**src/rtl/ems_pkg.sv**
```systemverilog
package ems_pkg;
  typedef enum logic [1:0] {
    ST_IDLE   = 2'd0,
    ST_SETUP  = 2'd1,
    ST_STROBE = 2'd2,
    ST_HOLD   = 2'd3
  } ems_state_e;
endpackage

```
**src/rtl/ems_rst_sync.sv**
```systemverilog
module ems_rst_sync (
  input  logic clk,
  input  logic rst_n,
  output logic rst_q_n
);
  logic meta_q;

  always_ff @(posedge clk or negedge rst_n) begin
    if (!rst_n) begin
      meta_q  <= 1'b0;
      rst_q_n <= 1'b0;
    end else begin
      meta_q  <= 1'b1;
      rst_q_n <= meta_q;
    end
  end
endmodule

```
**src/rtl/ems_phase_len.sv**
```systemverilog
module ems_phase_len #(
  parameter int STR_W       = 3,
  parameter int CNT_W       = 5,
  parameter int TIER1_MAX   = 3,
  parameter int SETUP_T0    = 1,
  parameter int SETUP_T1    = 2,
  parameter int SETUP_T2    = 10,
  parameter int TAIL_T0     = 1,
  parameter int TAIL_T1     = 2,
  parameter int TAIL_T2     = 6,
  parameter int STROBE_BASE = 2,
  parameter int STROBE_MULT = 4
) (
  input  logic [STR_W-1:0] stretch,
  output logic [CNT_W-1:0] setup_len,
  output logic [CNT_W-1:0] strobe_len,
  output logic [CNT_W-1:0] tail_len
);
  logic is_zero;
  logic is_low;

  always_comb begin
    is_zero = (stretch == '0);
    is_low  = (int'(stretch) <= TIER1_MAX);
    if (is_zero) begin
      setup_len  = CNT_W'(SETUP_T0);
      tail_len   = CNT_W'(TAIL_T0);
      strobe_len = CNT_W'(STROBE_BASE);
    end else begin
      setup_len  = is_low ? CNT_W'(SETUP_T1) : CNT_W'(SETUP_T2);
      tail_len   = is_low ? CNT_W'(TAIL_T1)  : CNT_W'(TAIL_T2);
      strobe_len = CNT_W'(STROBE_MULT) * CNT_W'(stretch);
    end
  end
endmodule

```
**src/rtl/ems_phase_cnt.sv**
```systemverilog
module ems_phase_cnt #(
  parameter int CNT_W = 5
) (
  input  logic             clk,
  input  logic             rst_n,
  input  logic             en,
  input  logic             clr,
  output logic [CNT_W-1:0] cnt_q
);
  logic [CNT_W-1:0] cnt_d;

  always_comb begin
    cnt_d = clr ? '0 : cnt_q + CNT_W'(1);
  end

  always_ff @(posedge clk or negedge rst_n) begin
    if (!rst_n)  cnt_q <= '0;
    else if (en) cnt_q <= cnt_d;
  end
endmodule

```
**src/rtl/ems_ctrl.sv**
```systemverilog
module ems_ctrl
  import ems_pkg::*;
#(
  parameter int CNT_W = 5
) (
  input  logic             clk,
  input  logic             rst_n,
  input  logic             req_valid,
  input  logic [CNT_W-1:0] setup_len,
  input  logic [CNT_W-1:0] strobe_len,
  input  logic [CNT_W-1:0] tail_len,
  input  logic [CNT_W-1:0] cnt,
  output ems_state_e       state_q,
  output logic             accept,
  output logic             cnt_clr,
  output logic             capture,
  output logic             done_q
);
  ems_state_e       state_d;
  logic [CNT_W-1:0] phase_len;
  logic             phase_last;
  logic             done_d;

  always_comb begin
    phase_len = setup_len;
    case (state_q)
      ST_STROBE: phase_len = strobe_len;
      ST_HOLD:   phase_len = tail_len;
      default:   phase_len = setup_len;
    endcase
    phase_last = (state_q != ST_IDLE) && (cnt == phase_len - CNT_W'(1));
    accept     = (state_q == ST_IDLE) && req_valid;
    cnt_clr    = accept || phase_last;
    capture    = (state_q == ST_STROBE) && phase_last;
    done_d     = (state_q == ST_HOLD) && phase_last;

    state_d = state_q;
    case (state_q)
      ST_IDLE:   if (accept)     state_d = ST_SETUP;
      ST_SETUP:  if (phase_last) state_d = ST_STROBE;
      ST_STROBE: if (phase_last) state_d = ST_HOLD;
      ST_HOLD:   if (phase_last) state_d = ST_IDLE;
      default:                   state_d = ST_IDLE;
    endcase
  end

  always_ff @(posedge clk or negedge rst_n) begin
    if (!rst_n) begin
      state_q <= ST_IDLE;
      done_q  <= 1'b0;
    end else begin
      state_q <= state_d;
      done_q  <= done_d;
    end
  end
endmodule

```
**src/rtl/ext_mem_seq.sv**
```systemverilog
module ext_mem_seq
  import ems_pkg::*;
#(
  parameter int ADDR_W      = 16,
  parameter int DATA_W      = 8,
  parameter int STR_W       = 3,
  parameter int TIER1_MAX   = 3,
  parameter int SETUP_T0    = 1,
  parameter int SETUP_T1    = 2,
  parameter int SETUP_T2    = 10,
  parameter int TAIL_T0     = 1,
  parameter int TAIL_T1     = 2,
  parameter int TAIL_T2     = 6,
  parameter int STROBE_BASE = 2,
  parameter int STROBE_MULT = 4
) (
  input  logic              clk,
  input  logic              rst_n,
  input  logic [STR_W-1:0]  stretch_cfg,
  input  logic              req_valid,
  input  logic              req_write,
  input  logic [ADDR_W-1:0] req_addr,
  input  logic [DATA_W-1:0] req_wdata,
  output logic              req_ready,
  output logic              done,
  output logic [DATA_W-1:0] rdata,
  output logic [ADDR_W-1:0] bus_addr,
  output logic              bus_ce_n,
  output logic              bus_rd_n,
  output logic              bus_wr_n,
  output logic [DATA_W-1:0] bus_dout,
  output logic              bus_dout_oe,
  input  logic [DATA_W-1:0] bus_din
);
  localparam int STR_MAX    = (1 << STR_W) - 1;
  localparam int MAX_STROBE = STROBE_MULT * STR_MAX;
  localparam int MAX_A      = (MAX_STROBE > SETUP_T2) ? MAX_STROBE : SETUP_T2;
  localparam int MAX_B      = (TAIL_T2 > STROBE_BASE) ? TAIL_T2 : STROBE_BASE;
  localparam int MAX_LEN    = (MAX_A > MAX_B) ? MAX_A : MAX_B;
  localparam int CNT_W      = $clog2(MAX_LEN + 1);

  logic              rst_q_n;
  ems_state_e        state_q;
  logic              accept;
  logic              cnt_clr;
  logic              capture;
  logic              cnt_en;
  logic [CNT_W-1:0]  cnt_q;
  logic [CNT_W-1:0]  setup_len;
  logic [CNT_W-1:0]  strobe_len;
  logic [CNT_W-1:0]  tail_len;
  logic [STR_W-1:0]  stretch_q;
  logic              write_q;
  logic [ADDR_W-1:0] addr_q;
  logic [DATA_W-1:0] wdata_q;
  logic [DATA_W-1:0] rdata_q;

  ems_rst_sync u_rst (
    .clk     (clk),
    .rst_n   (rst_n),
    .rst_q_n (rst_q_n)
  );

  ems_phase_len #(
    .STR_W(STR_W), .CNT_W(CNT_W), .TIER1_MAX(TIER1_MAX),
    .SETUP_T0(SETUP_T0), .SETUP_T1(SETUP_T1), .SETUP_T2(SETUP_T2),
    .TAIL_T0(TAIL_T0), .TAIL_T1(TAIL_T1), .TAIL_T2(TAIL_T2),
    .STROBE_BASE(STROBE_BASE), .STROBE_MULT(STROBE_MULT)
  ) u_len (
    .stretch    (stretch_q),
    .setup_len  (setup_len),
    .strobe_len (strobe_len),
    .tail_len   (tail_len)
  );

  assign cnt_en = accept || (state_q != ST_IDLE);

  ems_phase_cnt #(.CNT_W(CNT_W)) u_cnt (
    .clk   (clk),
    .rst_n (rst_q_n),
    .en    (cnt_en),
    .clr   (cnt_clr),
    .cnt_q (cnt_q)
  );

  ems_ctrl #(.CNT_W(CNT_W)) u_ctrl (
    .clk        (clk),
    .rst_n      (rst_q_n),
    .req_valid  (req_valid),
    .setup_len  (setup_len),
    .strobe_len (strobe_len),
    .tail_len   (tail_len),
    .cnt        (cnt_q),
    .state_q    (state_q),
    .accept     (accept),
    .cnt_clr    (cnt_clr),
    .capture    (capture),
    .done_q     (done)
  );

  always_ff @(posedge clk or negedge rst_q_n) begin
    if (!rst_q_n) begin
      stretch_q <= '0;
      write_q   <= 1'b0;
      addr_q    <= '0;
      wdata_q   <= '0;
    end else if (accept) begin
      stretch_q <= stretch_cfg;
      write_q   <= req_write;
      addr_q    <= req_addr;
      wdata_q   <= req_wdata;
    end
  end

  always_ff @(posedge clk or negedge rst_q_n) begin
    if (!rst_q_n)                 rdata_q <= '0;
    else if (capture && !write_q) rdata_q <= bus_din;
  end

  always_comb begin
    req_ready   = (state_q == ST_IDLE);
    bus_ce_n    = (state_q == ST_IDLE);
    bus_rd_n    = !((state_q == ST_STROBE) && !write_q);
    bus_wr_n    = !((state_q == ST_STROBE) && write_q);
    bus_dout_oe = write_q && (state_q != ST_IDLE);
    bus_dout    = wdata_q;
    bus_addr    = addr_q;
    rdata       = rdata_q;
  end
endmodule

```
**config.mk**
```make
export PLATFORM = sky130hd
export DESIGN_NAME = ext_mem_seq
export DESIGN_NICKNAME = d
export VERILOG_FILES = /design/src/rtl/ems_pkg.sv /design/src/rtl/ems_rst_sync.sv /design/src/rtl/ems_phase_len.sv /design/src/rtl/ems_phase_cnt.sv /design/src/rtl/ems_ctrl.sv /design/src/rtl/ext_mem_seq.sv
export SDC_FILE = /design/constraint.sdc
export NUM_CORES = 1
export LEC_CHECK = 0
export ABC_AREA = 1
export BUFFER_PORTS_ARGS = -buffer_cell sky130_fd_sc_hd__buf_2
export CAP_MARGIN = 20
export CORE_MARGIN = 2
export CORE_UTILIZATION = 40
export DETAILED_ROUTE_END_ITERATION = 10
export PLACE_DENSITY_LB_ADDON = 0.08
export RECOVER_POWER = 100
export SYNTH_ARGS = -nofsm -noshare
export SYNTH_HDL_FRONTEND = slang
export SYNTH_SLANG_ARGS = --single-unit
```
**constraint.sdc**
```tcl
create_clock -name clk -period 3.5 [get_ports clk]
set_input_delay 0 -clock clk [delete_from_list [all_inputs] [get_ports clk]]
set_output_delay 0 -clock clk [all_outputs]
set_load 0.01 [all_outputs]
```
==> results.json, run 1 <==
{
  "synth-seq-cells": 46,
  "postCtsSetupBuffers": 0,
  "grt-ovfl-total": 0,
  "finalWirelength_um": 4930,
  "fill_cells": 477,
  "drive_above_1_share_pct": 24.5,
  "worst-path-stages": 16,
  "r2r_setup_slack_ps": 770,
  "port_buffers": 76,
  "startpoint": "u_ctrl.state_q[0]",
  "maxCapViolCount": 1,
  "p_total_mw": 2.40,
  "dr.pass1.iters": 4,
  "power.share.clock_pct": 13.6,
  "grt_start_max_net_pins": 45,
  "place_congestion": 0.824,
  "max_freq_mhz": 366,
  "fin_util_pct": 58.3,
  "yosysUniqueCellTypes": 26,
  "rsz0062_at_grt": "no",
  "syn-num-nets": 258,
  "drtAntennaViolNets": 0,
  "peakVddDrop_mv": 0.442,
  "drt_iter0_markers": 76,
  "slowest_stage": "dfrtp_1",
  "p_per_area_mw_per_mm2": 796,
  "worstSetupEndpoint": "u_ctrl.state_q[0]",
  "antenna_found_initial": 0,
  "num_vias": 1795,
  "hold_viol_final": 0,
  "p_sw_share_pct": 41.4,
  "crit_type": "flop to flop",
  "cp_max_fo": 9,
  "dp.cells": 353,
  "core_mm2": 0.00517,
  "die-height_um": 77.9,
  "path_buf_inv": 2,
  "synth_area_mm2": 0.00218,
  "power_frac_seq_pct": 38.9,
  "die_area_mm2": 0.00606,
  "post_drt_wl_per_cell_um": 12.3,
  "diodes": 0,
  "grt_pass1_vias": 1915,
  "min_period_ps": 2730,
  "avgSynthCellArea_um2": 10.3,
  "p_sw_mw": 0.994,
  "relSlewSlack_pct": -22.2,
  "r2r_start": "u_ctrl.state_q[0]",
  "cts.path.max_buffers": 2,
  "rows": 26,
  "clock_latency_ps": 300,
  "htree_levels": 2,
  "status": "complete, but fails checks",
  "cts_buffers": 5,
  "postSynthCellCount": 212,
  "violations": "capacitance limit, slew limit",
  "cp-end-kind": "flop",
  "die_w_um": 77.9,
  "path_clk_slew_ps": 90,
  "cts_tree": "done",
  "final_cells": 401,
  "routed_via_density": 4.48,
  "arrival_ps": 2930,
  "startpoint_type": "flop",
  "fin_worst_skew_ps": 9.20,
  "ff2ff_path_depth": 16,
  "initial_core_util_pct": 42.2,
  "area_delta_synth_final_pct": 38.2,
  "hold_class": "flop to asynchronous set/reset pin",
  "power_frac_comb_pct": 47.5,
  "critPathTopFamily": "simple AND/OR/NAND/NOR gates",
  "drc": 0,
  "tns_ps": 0,
  "yosys_warnings": 0,
  "cts_root_buf": "clkbuf_8",
  "io_pins": 77,
  "finalCritPeriodShare_pct": 78.0,
  "mostFrequentLayoutCells": "46 x nand2_1, 46 x dfrtp_1, 40 x clkbuf_1",
  "crit_path_max_incr_delay_ps": 420,
  "setup_viol": 0,
  "power.static_leakage_nw": 1.49,
  "track_usage_pct": 18.4,
  "fin_ws_ps": 768,
  "p_int_mw": 1.41,
  "final_nets": 376,
  "dp_hpwl_um": 3370,
  "path_cells": "inv_1 -> ha_1 -> nand2_1 -> inv_1 -> nand2_1 -> o21ai_0 -> ha_1 -> nand3_1 -> o21ai_0 -> nand3_1 -> nand2_1 -> nand2_1 -> nand2_1 -> nand2_1 -> nand2_1 -> nand2_1",
  "r2r-end": "u_ctrl.state_q[0]",
  "clock-sinks": 46,
  "cp.required_ps": 3700,
  "path_common_cell": "nand2_1",
  "tightest_slew_ps": 1830,
  "seq_area_frac_synth_pct": 52.8,
  "post-place-ws_ps": 889,
  "maxSlewViolCount": 36,
  "grt_pass1_wl_um": 8620
}
## synth_stat cells
cell,count,area share [%]
nand3_2,2,0.92
or2_2,1,0.29
inv_2,1,0.17
nor3_1,1,0.23
o21ai_0,1,0.23
nand2_1,44,7.6
buf_6,2,1.0
nand2_4,1,0.52
mux2_2,26,13
nand4_1,2,0.57
o21ai_1,1,0.23
nor2_1,15,2.6
clkbuf_1,2,0.34
buf_4,1,0.34
inv_1,27,4.6
dfrtp_1,46,53
nand3_1,11,2.5
xor2_1,3,1.2
buf_1,1,0.17
a21oi_1,3,0.69
ha_1,7,4.0
nand2_2,3,0.86
conb_1,1,0.17
o21ai_2,8,3.2
nor2_4,1,0.52
nand3_4,1,0.80
## registers in the layout, summed over array words and instances, names as in the netlist, 2 cells and up
register / cells
stretch_q: 3
bus_addr: 16
rdata: 8
bus_dout: 8
u_ctrl.state_q: 2
u_cnt.cnt_q: 5
## per-layer routing
metal / track usage (%) / vias up / wire length (µm)
met5: 0 / - / 0
met4: 6.43 / 0 / 96
met3: 5.47 / 10 / 235
met2: 32.1 / 44 / 2440
met1: 21.3 / 839 / 2160
li1: - / 902 / -
## cell type report
class | instances | area (µm²) | share of cell area, %
clock buffers | 5 | 68.8 | 2.28
clock inverters | 3 | 18.8 | 0.622
inverters | 28 | 105 | 3.49
multi-input cells | 132 | 853 | 28.3
flip-flops and latches | 46 | 1150 | 38.2
well taps | 70 | 87.6 | 2.90
repair buffers | 117 | 731 | 24.2
## how the worst min path moves through the flow
| stage | to | slack, ps | cells after the start |
|---|---|---|---|
| 2_1_floorplan | u_rst.meta_q | -300 | 0 |
| 3_3_place_gp | u_rst.meta_q | -210 | 1 |
| 3_5_place_dp | u_rst.meta_q | -210 | 1 |
| 4_1_cts | u_rst.rst_q_n | 360 | 0 |
| 5_1_grt | bus_dout[3] | 200 | 0 |
| 6_report | bus_dout[3] | 160 | 0 |
## metrics by stage
| step | area [µm²] | hold WS (ps) |
|---|---|---|
| floorplan | 2180 | -296 |
| global placement | 2620 | -214 |
| detailed placement | 2620 | -212 |
| global route | 3020 | 203 |
| finish | 3020 | 162 |
| CTS | 3100 | 362 |
## repair_timing
action / in CTS / in global routing
gates resized for setup: 0 / 0
hold buffers: 39 / 0
hold endpoints to repair: 39 / 0
## kinds of logic (layout without fill, tap and decap cells)
kind of cell | Yosys count | count (layout) | share of synthesized area [%]
other | 1 | 1 | 0.172
adders and majority gates | 7 | 7 | 4.01
muxes | 26 | 26 | 13.4
and+or+nand+nor | 82 | 82 | 17.4
buffers and inverters | 34 | 153 | 6.71
AOI/OAI and AO/OA | 13 | 13 | 4.36
xor gates and xnor gates | 3 | 3 | 1.20
DFF | 46 | 46 | 52.8
## power groups by stage
stage / combinational [mW] / clock [mW] / sequential, mW
2_1_floorplan: 0.762 / 0 / 1.01
6_report: 1.14 / 0.326 / 0.933
3_5_place_dp: 1.20 / 0 / 0.941
4_1_cts: 1.24 / 0.339 / 0.936
5_1_grt: 1.31 / 0.363 / 0.968
3_3_place_gp: 1.19 / 0 / 0.937
No activity file was read; power rests on OpenSTA's default activity.
==> run 2, diff against run 1 <==
--- a/config.mk
+++ b/config.mk
@@ -5,7 +5,7 @@
 export SDC_FILE = /design/constraint.sdc
 export NUM_CORES = 1
 export LEC_CHECK = 0
-export ABC_AREA = 1
+export ABC_AREA = 0
 export BUFFER_PORTS_ARGS = -buffer_cell sky130_fd_sc_hd__buf_2
 export CAP_MARGIN = 20
 export CORE_MARGIN = 2
==> constraint.sdc (replaced) <==
create_clock -name clk -period 2.5 [get_ports clk]
set_input_delay 0 -clock clk [delete_from_list [all_inputs] [get_ports clk]]
set_output_delay 0 -clock clk [all_outputs]
set_load 0.01 [all_outputs]
==> results.json, run 2 <==
{
  "synth_compound_area_share_pct": 6.58,
  "dp_hpwl_um": 3090,
  "core_mm2": 0.00511,
  "avgSynthCellArea_um2": 12.9,
  "place_area_mm2": 0.00265,
  "fin_worst_skew_ps": 4.22,
  "finalWirelength_um": 4910,
  "p_sw_mw": 1.49,
  "slowest_stage": "dfrtp_1",
  "r2r_start": "stretch_q[0]",
  "status": "completed",
  "cts_tree": "done",
  "place_congestion": 0.731,
  "startpoint": "stretch_q[0]",
  "die_w_um": 76.6,
  "r2r-end": "rdata[3]",
  "post-place-ws_ps": -22.9,
  "p_int_mw": 2.29,
  "ff2ff_path_depth": 9,
  "maxSlewViolCount": 0,
  "postSynthCellCount": 164,
  "synth_area_mm2": 0.00211,
  "setup_viol": 0,
  "initial_core_util_pct": 41.3,
  "cts_root_buf": "clkbuf_8",
  "clock-sinks": 46,
  "antenna_found_initial": 0,
  "power_frac_comb_pct": 53.0,
  "path_buf_inv": 1,
  "synth_mux_area_share_pct": 19.1,
  "area_delta_synth_final_pct": 51.0,
  "clock_latency_ps": 300,
  "power_frac_seq_pct": 34.2,
  "power.static_leakage_nw": 1.43,
  "p_per_area_mw_per_mm2": 1190,
  "startpoint_type": "flop",
  "min_period_ps": 2430,
  "fin_ws_ps": 65.7,
  "peakVddDrop_mv": 0.556,
  "rsz0062_at_grt": "yes",
  "syn-num-nets": 210,
  "synth_top_family_by_area": "multiplexers",
  "path_cells": "nor3_4 -> mux2i_1 -> ha_2 -> xnor2_2 -> xnor2_1 -> o2111ai_2 -> nor4_4 -> buf_6 -> mux2_2",
  "power.share.clock_pct": 12.8,
  "min-delay-start": "req_valid",
  "finalCritPeriodShare_pct": 97.4,
  "yosysUniqueCellTypes": 36,
  "dr.pass1.iters": 4,
  "track_usage_pct": 17.5,
  "drtAntennaViolNets": 0,
  "r2r_setup_slack_ps": 70,
  "yosysTopAreaCellShare_pct": 54.5,
  "htree_levels": 2,
  "design_area_mm2": 0.00319,
  "routed_via_density": 4.71,
  "maxCapViolCount": 0,
  "die-height_um": 76.6,
  "rows": 26,
  "hold_class": "primary input to flop",
  "io_pins": 77,
  "synthAdderAreaFrac_pct": 4.15,
  "hold_slack_ps": 41.2,
  "cts.path.max_buffers": 2,
  "die_area_mm2": 0.00587,
  "diodes": 0,
  "yosys.cell_count.top_type": "dfrtp_1",
  "yosys.area_share.simple_pct": 10.8,
  "final_nets": 345,
  "yosysTopAreaCell": "dfrtp_1",
  "port_buffers": 76,
  "arrival_ps": 2620,
  "cts_buffers": 5,
  "drt_iter0_markers": 85,
  "path_clk_slew_ps": 90,
  "num_vias": 1743,
  "p_total_mw": 3.79,
  "yosys-top-cells-count": "46 x dfrtp_1, 34 x mux2_2, 10 x o21ai_0",
  "synth.area.top_cells": "dfrtp_1 55%, mux2_2 18%, ha_1 4.1%",
  "drive_above_1_share_pct": 36.7,
  "post_drt_wl_per_cell_um": 13.3,
  "largest_register_ffs": 16,
  "grt_pass1_vias": 1810,
  "grt-ovfl-total": 0,
  "mostFrequentLayoutCell": "dfrtp_1",
  "yosys_warnings": 0,
  "crit_type": "flop to flop",
  "synth-seq-cells": 46,
  "cp.required_ps": 2690,
  "cp-end-kind": "flop",
  "ys.flop_type": "dfrtp_1",
  "seq_area_frac_synth_pct": 54.5,
  "crit_path_max_incr_delay_ps": 420,
  "synth-edff-count": 0,
  "tightest_slew_ps": 1010,
  "holdPathEnd": "u_cnt.cnt_q[4]",
  "mostFrequentLayoutCells": "46 x dfrtp_1, 41 x clkbuf_1, 38 x dlygate4sd3_1, 38 x buf_2, 28 x mux2_2",
  "drc": 0,
  "cp_max_fo": 8,
  "relSlewSlack_pct": 32.7,
  "hold_viol_final": 0,
  "async_reset_ff_share_pct": 100,
  "hold_depth": 4,
  "synth-xor-area-share_pct": 2.49,
  "grt_pass1_wl_um": 8280,
  "fill_cells": 440,
  "critPathTopFamily": "multiplexers",
  "p_sw_share_pct": 39.5,
  "grt_start_max_net_pins": 31,
  "max_freq_mhz": 411
}
run 2: worst max path at each step:
stage | end | cells past startpoint | slack, ps
6_report | rdata[3] | 9 | 70
5_1_grt | u_cnt.cnt_q[1] | 8 | -110
4_1_cts | u_ctrl.state_q[1] | 11 | 20
3_5_place_dp | rdata[2] | 11 | -20
3_3_place_gp | rdata[1] | 11 | 20
2_1_floorplan | rdata[0] | 10 | 20
run 2: routing by layer:
layer / global-route usage, % / up-vias / part of all wire, %
li1: - / 852 / -
met2: 31.5 / 39 / 51
met3: 4.38 / 5 / 3.9
met5: 0 / - / 0
met4: 3.82 / 0 / 0.69
met1: 21.0 / 847 / 44
run 2: repair_timing:
item | CTS | global route
hold endpoints to repair | 38 | 0
buffers inserted | 5 | 2
hold buffers | 38 | 0
pin swaps | 6 | 5
resized for setup | 5 | 10
endpoints found under the setup margin | 13 | 15
run 2: area by class of cell:
type / count / area [µm²] / share of cell area, %
clock buffers: 7 / 86.3 / 2.71
multi-input cells: 108 / 986 / 30.9
inverters: 5 / 18.8 / 0.589
repair buffers: 133 / 850 / 26.6
flip-flops and latches: 46 / 1150 / 36.1
clock inverters: 1 / 8.76 / 0.275
well taps: 70 / 87.6 / 2.75
run 2: cell families (layout without fill, tap and decap cells):
logic type / Yosys count / in the layout
adders and majority gates: 7 / 7
AOI/OAI and AO/OA: 21 / 21
other: 1 / 1
buffers and inverters: 10 / 146
xor gates and xnor gates: 6 / 6
and+or+nand+nor: 37 / 37
DFF: 46 / 46
muxes: 36 / 36
run 2: power by group through the flow:
stage / Combinational [mW] / Sequential, mW / Clock (mW)
3_3_place_gp: 1.80 / 1.29 / 0
3_5_place_dp: 1.81 / 1.30 / 0
6_report: 2.01 / 1.30 / 0.483
4_1_cts: 1.98 / 1.29 / 0.502
5_1_grt: 2.22 / 1.34 / 0.529
2_1_floorplan: 1.08 / 1.41 / 0
run 2: through the flow:
step	instances	utilization, %	TNS, ps
after global placement	317	51.8	0
after global routing	370	62.4	-2130
final	370	62.4	0
after CTS	368	62.4	0
after floorplan	164	-	0
after detailed placement	317	51.8	-160
run 2: worst min-delay path: stages:
cell	delay [ps]
buf_2	120
nand2_1	70
o21ai_0	70
nor3_1	50
